--- src/rtl/ilv_pkg.sv ---
package ilv_pkg;
  localparam int unsigned PHASES = 4;

  typedef enum logic [1:0] {
    PH_UNIT      = 2'd0,
    PH_HALF_ONE  = 2'd1,
    PH_TWO       = 2'd2,
    PH_HALF_THR  = 2'd3
  } phase_e;
endpackage

--- src/rtl/ilv_modadd.sv ---
// (a + b) mod m for a, b < m, by one compare and one conditional subtract.
module ilv_modadd #(
  parameter int W = 13
) (
  input  logic [W-1:0] a,
  input  logic [W-1:0] b,
  input  logic [W-1:0] m,
  output logic [W-1:0] r
);
  localparam int SW = W + 1;

  logic [SW-1:0] raw;
  logic [SW-1:0] lim;

  always_comb begin
    raw = {1'b0, a} + {1'b0, b};
    lim = {1'b0, m};
    r   = (raw >= lim) ? W'(raw - lim) : raw[W-1:0];
  end
endmodule

--- src/rtl/ilv_offset_bank.sv ---
// Folds the four phase offsets into [0, N) and holds them for the sequence.
module ilv_offset_bank
  import ilv_pkg::*;
#(
  parameter int W = 13
) (
  input  logic                     clk,
  input  logic                     rst,
  input  logic                     load,
  input  logic [W-1:0]             n,
  input  logic [W-1:0]             p1,
  input  logic [W-1:0]             p2,
  input  logic [W-1:0]             p3,
  output logic [PHASES-1:0][W-1:0] off_now,
  output logic [PHASES-1:0][W-1:0] off_q
);
  logic [W-1:0]             half;
  logic [W-1:0]             half_inc;
  logic [PHASES-1:0][W-1:0] lhs;
  logic [PHASES-1:0][W-1:0] rhs;

  assign half = n >> 1;

  ilv_modadd #(.W(W)) u_half_inc (
    .a (half),
    .b (W'(1)),
    .m (n),
    .r (half_inc)
  );

  always_comb begin
    lhs[PH_UNIT]     = '0;
    rhs[PH_UNIT]     = W'(1);
    lhs[PH_HALF_ONE] = half;
    rhs[PH_HALF_ONE] = p1;
    lhs[PH_TWO]      = p2;
    rhs[PH_TWO]      = '0;
    lhs[PH_HALF_THR] = half_inc;
    rhs[PH_HALF_THR] = p3;
  end

  generate
    for (genvar k = 0; k < PHASES; k++) begin : g_off
      ilv_modadd #(.W(W)) u_fold (
        .a (lhs[k]),
        .b (rhs[k]),
        .m (n),
        .r (off_now[k])
      );
    end
  endgenerate

  always_ff @(posedge clk) begin
    if (rst)       off_q <= '0;
    else if (load) off_q <= off_now;
  end
endmodule

--- src/rtl/ilv_lin_acc.sv ---
// Keeps P0*i mod N, i mod 4 and i; exposes the next-state values.
module ilv_lin_acc
  import ilv_pkg::*;
#(
  parameter int W = 13
) (
  input  logic         clk,
  input  logic         rst,
  input  logic         start,
  input  logic         step,
  input  logic [W-1:0] n,
  input  logic [W-1:0] p0,
  output logic [W-1:0] lin_d,
  output phase_e       ph_d,
  output logic [W-1:0] idx_d
);
  logic [W-1:0] lin_q;
  logic [W-1:0] lin_inc;
  phase_e       ph_q;
  logic [W-1:0] idx_q;

  ilv_modadd #(.W(W)) u_acc (
    .a (lin_q),
    .b (p0),
    .m (n),
    .r (lin_inc)
  );

  always_comb begin
    lin_d = lin_q;
    ph_d  = ph_q;
    idx_d = idx_q;
    if (start) begin
      lin_d = '0;
      ph_d  = PH_UNIT;
      idx_d = '0;
    end else if (step) begin
      lin_d = lin_inc;
      ph_d  = phase_e'(ph_q + 2'd1);
      idx_d = idx_q + W'(1);
    end
  end

  always_ff @(posedge clk) begin
    if (rst) begin
      lin_q <= '0;
      ph_q  <= PH_UNIT;
      idx_q <= '0;
    end else begin
      lin_q <= lin_d;
      ph_q  <= ph_d;
      idx_q <= idx_d;
    end
  end
endmodule

--- src/rtl/ilv_addr_gen.sv ---
module ilv_addr_gen
  import ilv_pkg::*;
#(
  parameter int AW = 13
) (
  input  logic          clk,
  input  logic          rst,
  input  logic          start,
  input  logic          advance,
  input  logic [AW-1:0] n_len,
  input  logic [AW-1:0] p0,
  input  logic [AW-1:0] p1,
  input  logic [AW-1:0] p2,
  input  logic [AW-1:0] p3,
  output logic [AW-1:0] addr,
  output logic          addr_valid,
  output logic          done
);
  logic [AW-1:0]             n_q;
  logic [AW-1:0]             p0_q;
  logic [AW-1:0]             n_sel;
  logic                      step;
  logic                      finish;
  logic [AW-1:0]             lin_d;
  phase_e                    ph_d;
  logic [AW-1:0]             idx_d;
  logic [PHASES-1:0][AW-1:0] off_now;
  logic [PHASES-1:0][AW-1:0] off_q;
  logic [AW-1:0]             off_sel;
  logic [AW-1:0]             addr_d;
  logic                      last_d;

  assign step   = !start && addr_valid && advance && !done;
  assign finish = !start && addr_valid && advance && done;
  assign n_sel  = start ? n_len : n_q;

  ilv_lin_acc #(.W(AW)) u_lin (
    .clk   (clk),
    .rst   (rst),
    .start (start),
    .step  (step),
    .n     (n_q),
    .p0    (p0_q),
    .lin_d (lin_d),
    .ph_d  (ph_d),
    .idx_d (idx_d)
  );

  ilv_offset_bank #(.W(AW)) u_off (
    .clk     (clk),
    .rst     (rst),
    .load    (start),
    .n       (n_len),
    .p1      (p1),
    .p2      (p2),
    .p3      (p3),
    .off_now (off_now),
    .off_q   (off_q)
  );

  assign off_sel = start ? off_now[ph_d] : off_q[ph_d];
  assign last_d  = (idx_d == n_sel - AW'(1));

  ilv_modadd #(.W(AW)) u_out (
    .a (lin_d),
    .b (off_sel),
    .m (n_sel),
    .r (addr_d)
  );

  always_ff @(posedge clk) begin
    if (rst) begin
      n_q        <= '0;
      p0_q       <= '0;
      addr       <= '0;
      addr_valid <= 1'b0;
      done       <= 1'b0;
    end else begin
      if (start) begin
        n_q  <= n_len;
        p0_q <= p0;
      end
      if (start || step) begin
        addr       <= addr_d;
        addr_valid <= 1'b1;
        done       <= last_d;
      end else if (finish) begin
        addr_valid <= 1'b0;
        done       <= 1'b0;
      end
    end
  end
endmodule

--- config.mk ---
export PLATFORM = sky130hd
export DESIGN_NAME = ilv_addr_gen
export DESIGN_NICKNAME = d
export VERILOG_FILES = /design/src/rtl/ilv_pkg.sv /design/src/rtl/ilv_modadd.sv /design/src/rtl/ilv_offset_bank.sv /design/src/rtl/ilv_lin_acc.sv /design/src/rtl/ilv_addr_gen.sv
export SDC_FILE = /design/constraint.sdc
export NUM_CORES = 1
export LEC_CHECK = 0
export CAP_MARGIN = 20
export CORE_MARGIN = 5
export CORE_UTILIZATION = 55
export CTS_CLUSTER_SIZE = 28
export DETAILED_ROUTE_END_ITERATION = 10
export HOLD_SLACK_MARGIN = 0.05
export PLACE_DENSITY_LB_ADDON = 0.2
export SLEW_MARGIN = 20
export SYNTH_ARGS = -nofsm -noshare
export SYNTH_HDL_FRONTEND = slang
export SYNTH_SLANG_ARGS = --single-unit
--- constraint.sdc ---
create_clock -name clk -period 7.3 [get_ports clk]
set_input_delay 1.095 -clock clk [delete_from_list [all_inputs] [get_ports clk]]
set_output_delay 1.095 -clock clk [all_outputs]
set_load 0.01 [all_outputs]
Word level (Yosys, flattened, before mapping)
Index checks and enable logic that the tools add are counted.

operators by class
  $add $sub $neg = 15
  magnitude comparators = 8
  eq/ne operators = 1
  muxes and demuxes = 22
  reductions and logical operators = 8

operators with widths
  operator                 count
  $mux W13                 15
  $sub A13 B13 Y13         6
  $ge A14 B13 Y1           5
  $bmux W13 S2             2
  $add A13 B13 Y14         3
  $add A12 B13 Y14         1
  $add A12 B1 Y13 const B  1
  $add A13 B1 Y13 const B  1
  $eq A13 B13 Y1           1
  $ge A1 B13 Y1 const A    1
  $ge A13 B13 Y1           1
  $sub A1 B13 Y13 const A  1
  $sub A13 B1 Y13 const B  1
  $logic_and A1 B1 Y1      4
  $mux W2                  2
  $lt A2 B3 Y1 const B     1
  $mux W1                  3
  $add A2 B1 Y2 const B    1
  $logic_not A1 Y1         2
  $reduce_bool A2 Y1       1
  $logic_or A1 B1 Y1       1

storage, ports and cells
  register bits after elaboration = 121
  input bits = 69
  output and inout port bits = 15
  word-level logic and storage cells = 66

Logic depth before layout (Yosys ltp)
  depth in word-level cells = 12
  gate-level depth with buffers = 36
  gate-level depth less buffers = 33

Modules after synthesis
From an unflattened synthesis, not the netlist that was laid out.

unflattened totals
  cells, all modules = 1935
  area, all modules = 15902.8 um^2

modules (own cells, without submodules)
  module                              instances  cells each  area each (um^2)  sequential area each (um^2)
  ilv_modadd (u_lin.u_acc ...)        4          191         1428.9            0.0
  ilv_addr_gen                        1          274         2685.1            820.8
  ilv_offset_bank                     1          170         1874.3            1041.0
  ilv_modadd (u_off.u_half_inc)       1          190         1436.4            0.0
  ilv_modadd (u_out)                  1          190         1435.1            0.0
  ilv_modadd (u_off.g_off[0].u_fold)  1          191         1427.6            0.0
  ilv_lin_acc                         1          156         1328.8            560.5

Worst setup path before layout
Ideal clock, no wire load.

  path kind = in2reg
  start = input n_len[1]
  end = register u_off.off_q[44] (netlist name)
  library setup time = 0.137 ns
  arrival time = 7.436 ns
  data required time = 7.163 ns
  setup slack = -0.274 ns
  stages = 34
  buffers on the path = 6
  cell sequence = clkbuf_1 -> and2_1 -> clkbuf_1 -> and2_1 -> nand3_1 -> nor3_1 -> xnor2_1 -> ha_1 -> nand2_1 -> or4_1 -> or3_1 -> a31oi_4 -> and2_1 -> buf_6 -> buf_6 -> nor2_1 -> a21oi_2 -> ha_1 -> inv_1 -> fa_1 -> nor2b_1 -> o21ai_0 -> a21boi_0 -> ha_1 -> o21a_1 -> o31a_1 -> o41ai_1 -> o211ai_1 -> nor2_1 -> o221a_1 -> buf_2 -> buf_2 -> mux2i_1 -> a211oi_1

on the way
  longest elaborated chain between the ends = 6
  elaborated cells between the ends (all ways) = 8
  classes of those cells = add/sub (4); order compare (2); mux (2)

ends and longest elaborated chain
  what                                                RTL line               text
  start: declaration                                  ilv_addr_gen.sv:10     input logic [AW-1:0] n_len,
  $add A12 B1 Y13                                     ilv_modadd.sv:16       raw = {1'b0, a} + {1'b0, b};
  $sub A13 B13 Y13 or $ge A14 B13 Y1 (tied branches)  ilv_modadd.sv:18       r = (raw >= lim) ? W'(raw - lim) : raw[W-1:0];
  $mux W13                                            ilv_modadd.sv:18
  $add A13 B13 Y14                                    ilv_modadd.sv:16
  $sub A13 B13 Y13 or $ge A14 B13 Y1 (tied branches)  ilv_modadd.sv:18
  $mux W13 *                                          ilv_modadd.sv:18
  end signal: assignment                              ilv_offset_bank.sv:55  else if (load) off_q <= off_now;
  end: declaration                                    ilv_offset_bank.sv:15  output logic [PHASES-1:0][W-1:0] off_q

Every way passes the cells marked *; elsewhere a longest branch is shown, timed or not.
A chain may end at the register's enable or synchronous reset.

Worst setup path after layout
  start = input n_len[6]
  end = register u_off.off_q[39] (netlist name)

on the way
  longest elaborated chain between the ends = 6
  elaborated cells between the ends (all ways) = 8
  classes of those cells = add/sub (4); order compare (2); mux (2)

ends and longest elaborated chain
  what                                                RTL line
  $add A12 B1 Y13                                     ilv_modadd.sv:16
  $ge A14 B13 Y1 or $sub A13 B13 Y13 (tied branches)  ilv_modadd.sv:18
  $mux W13                                            ilv_modadd.sv:18
  $add A13 B13 Y14                                    ilv_modadd.sv:16
  $sub A13 B13 Y13 or $ge A14 B13 Y1 (tied branches)  ilv_modadd.sv:18
  $mux W13 *                                          ilv_modadd.sv:18

Marked as above.

==> metrics.cfg <==
[synth]
yosysWarningCount=0
avgSynthCellArea_um2=8.00
ys_seq_area_share_pct=19.6
synth_top_cell_area_share_pct=19.6
yosysMostFrequentCell=nor2_1
yosys_most_used_dff=dfxtp_1
yosysTopAreaCell=dfxtp_1
synth_common_cells=nor2_1, ha_1, dfxtp_1
syn_inst=1543
syn-cell-area_mm2=0.0123
netlist_top_cells_area=dfxtp_1, ha_1, xnor2_1
synth_fp_nets=1753
synth_edf_count=0
synth_cell_types=87
ys_ff_latch=121
async_reset_ff_share_pct=0

[worst_setup_path]
cp_max_fo=4
regToRegSetupSlack_ns=0.33
arrival_ns=7.42
critical_path_required_ns=7.65
max_stage_delay_ns=0.55
start_kind=primary input
cp_num_buf_inv=4
path_delay_family=simple AND/OR/NAND/NOR gates
cp_slowest_cell=clkdlybuf4s50_1
critical_path_class=primary input to flop
cp-end-kind=flop

[clocking]
cts_num_sinks=121
cts_tree=done
cts_root_buf=clkbuf_16
holdBufCountCts=0
path_clk_slew_ns=0.07
cts_max_level=4
cts_buffers=17
clk_latency_ns=0.43
clockBufferDepth=2

[route]
drt_first_pass_iters=5
via_count=12700
drtAntennaViolNets=0
post-route-drc-count=0
viasPerCell=6.09
drt_wl_total_um=39500
wl_per_cell_um=18.9
first_iter_violations=822

[sta]
fin_skew_ns=0.0130
layout_setup_ws_ns=0.231
max_freq_mhz=141
hold_viol_final=0
slew_viol_final=0
hold_ws_ns=0.448
fin_crit_sh_pct=96.8
tns_ns=0
tightest_slew_ns=1.07
relSlewSlack_pct=28.4
fin_crit_ns=7.07
setup_viol=0

[global_route]
track_usage_pct=29.6
grt_pass1_vias=12300
grt_overflow=0
grt_pass1_wl_um=62200
antenna_found_initial=0
grt_max_degree=79

[power_and_ir_drop]
power.leakage_nw=7.03
power.internal_mw=2.02
power_density_mw_per_mm2=210
p_sw_share_pct=39.3
netSwitchingPower_mw=1.31
power_frac_seq_pct=23.0
combinationalPowerShare_pct=51.9
power.clock.fraction_pct=25.1
irDropWorstVdd_uv=181

[placed_design]
gp_congestion=1.03
io_buffers=83
dp_hpwl_um=30700
pre_cts_ws_ns=-0.397

[floorplanning]
fp.dieArea_mm2=0.0255
rows=54
initial_utilization_pct=56.2
die_h_um=160
pin_count=84
core_area_mm2=0.0220
die_w_um=160

[final_layout]
syn2layout_area_growth_pct=28.0
nets=2006
drive_gt1_share_pct=20.0
num_antenna_cells=0

[flow_run]
cap_violations=0

[worst_hold_path]
hp-class=flop to flop

[run_status]
status=complete, no violations

## registers in the layout, summed over array words and instances, names as in the netlist
signal / flops
u_lin.lin_q: 13
u_lin.ph_q: 2
n_q: 13
u_lin.idx_q: 13
u_off.off_q: 52
done: 1
addr_valid: 1
p0_q: 13
addr: 13
## worst min-delay path, cell delays in order (launching register included)
cell	delay, ns
dfxtp_1	0.31
nand2_1	0.05
o21ai_1	0.05
## cells by family after synthesis
kind of cell | count (synthesis) | synth area share, %
simple gates | 553 | 21.8
flops | 121 | 19.6
xor+xnor | 138 | 9.91
fa+ha+maj | 141 | 14.8
mux | 91 | 9.13
compound gates | 380 | 20.7
buf+inv | 119 | 3.94
## per-layer routing
| layer | track usage (%) | up-vias | share of wire, % |
|---|---|---|---|
| met4 | 14.9 | 0 | 5.5 |
| met3 | 3.94 | 115 | 5.8 |
| met5 | 0 | - | 0 |
| li1 | - | 6174 | - |
| met2 | 51.1 | 447 | 47 |
| met1 | 36.1 | 5981 | 42 |
## repair_timing
item | CTS | global route
gates cloned | 0 | 1
pin swaps | 2 | 46
gates resized for setup | 6 | 88
setup endpoints to repair | 13 | 26
setup buffers | 1 | 14
## power groups by stage
stage / Combinational (mW) / Sequential [mW] / Clock [mW]
5_1_grt: 1.87 / 0.770 / 0.869
2_1_floorplan: 1.05 / 0.767 / 0
3_5_place_dp: 1.61 / 0.779 / 0
4_1_cts: 1.63 / 0.764 / 0.841
3_3_place_gp: 1.58 / 0.776 / 0
6_report: 1.72 / 0.765 / 0.834
## cell type report
class / instances / area, um2
tap: 280 / 350
inverter: 59 / 221
clock buffer: 17 / 425
multi-input combinational: 1303 / 9790
fill: 1755 / 6160
clock inverter: 15 / 150
timing repair buffer: 294 / 2440
sequential: 121 / 2420
## placed cells by master (no fill, tap or decap), types with 7 or more instances in the layout
| cell | instances |
|---|---|
| a211o_1 | 9 |
| a211oi_1 | 48 |
| a21o_1 | 29 |
| a21oi_1 | 84 |
| a21oi_2 | 9 |
| a31oi_1 | 12 |
| and2_1 | 16 |
| and3_1 | 14 |
| buf_4 | 205 |
| clkbuf_16 | 17 |
| clkdlybuf4s50_1 | 76 |
| dfxtp_1 | 121 |
| ha_1 | 124 |
| ha_2 | 7 |
| inv_1 | 54 |
| mux2_1 | 9 |
| mux2i_1 | 60 |
| mux4_2 | 13 |
| nand2_1 | 104 |
| nand2b_1 | 14 |
| nand3_1 | 42 |
| nand4_1 | 20 |
| nor2_1 | 188 |
| nor2b_1 | 13 |
| nor3_1 | 54 |
| nor3_2 | 7 |
| nor4_1 | 12 |
| o211ai_1 | 9 |
| o21a_1 | 28 |
| o21ai_0 | 51 |
| o21ai_1 | 16 |
| or3_1 | 18 |
| xnor2_1 | 92 |
| xor2_1 | 40 |
## final timing paths
| check | start | to | depth (start not counted) |
|---|---|---|---|
| max | n_len[6] | u_off.off_q[39]$_SDFFE_PP0P_ | 27 |
| min | u_off.off_q[24]$_SDFFE_PP0P_ | u_off.off_q[24]$_SDFFE_PP0P_ | 2 |
| max reg2reg | p0_q[0]$_SDFFE_PP0P_ | addr[0]$_SDFFE_PP0P_ | 34 |
| min reg2reg | u_off.off_q[24]$_SDFFE_PP0P_ | u_off.off_q[24]$_SDFFE_PP0P_ | 2 |
## through the flow
| step | power, mW | instance area, um2 | utilization, % | std cells |
|---|---|---|---|---|
| 3_3_place_gp | 2.36 | 14700 | 67.0 | 2041 |
| 2_1_floorplan | 1.82 | 12400 | - | 1543 |
| 6_report | 3.32 | 15800 | 71.9 | 2089 |
| 4_1_cts | 3.23 | 15300 | 69.8 | 2074 |
| 3_5_place_dp | 2.39 | 14700 | 67.0 | 2041 |
| 5_1_grt | 3.51 | 15800 | 71.9 | 2089 |
Power figures use the tool's default switching activity.
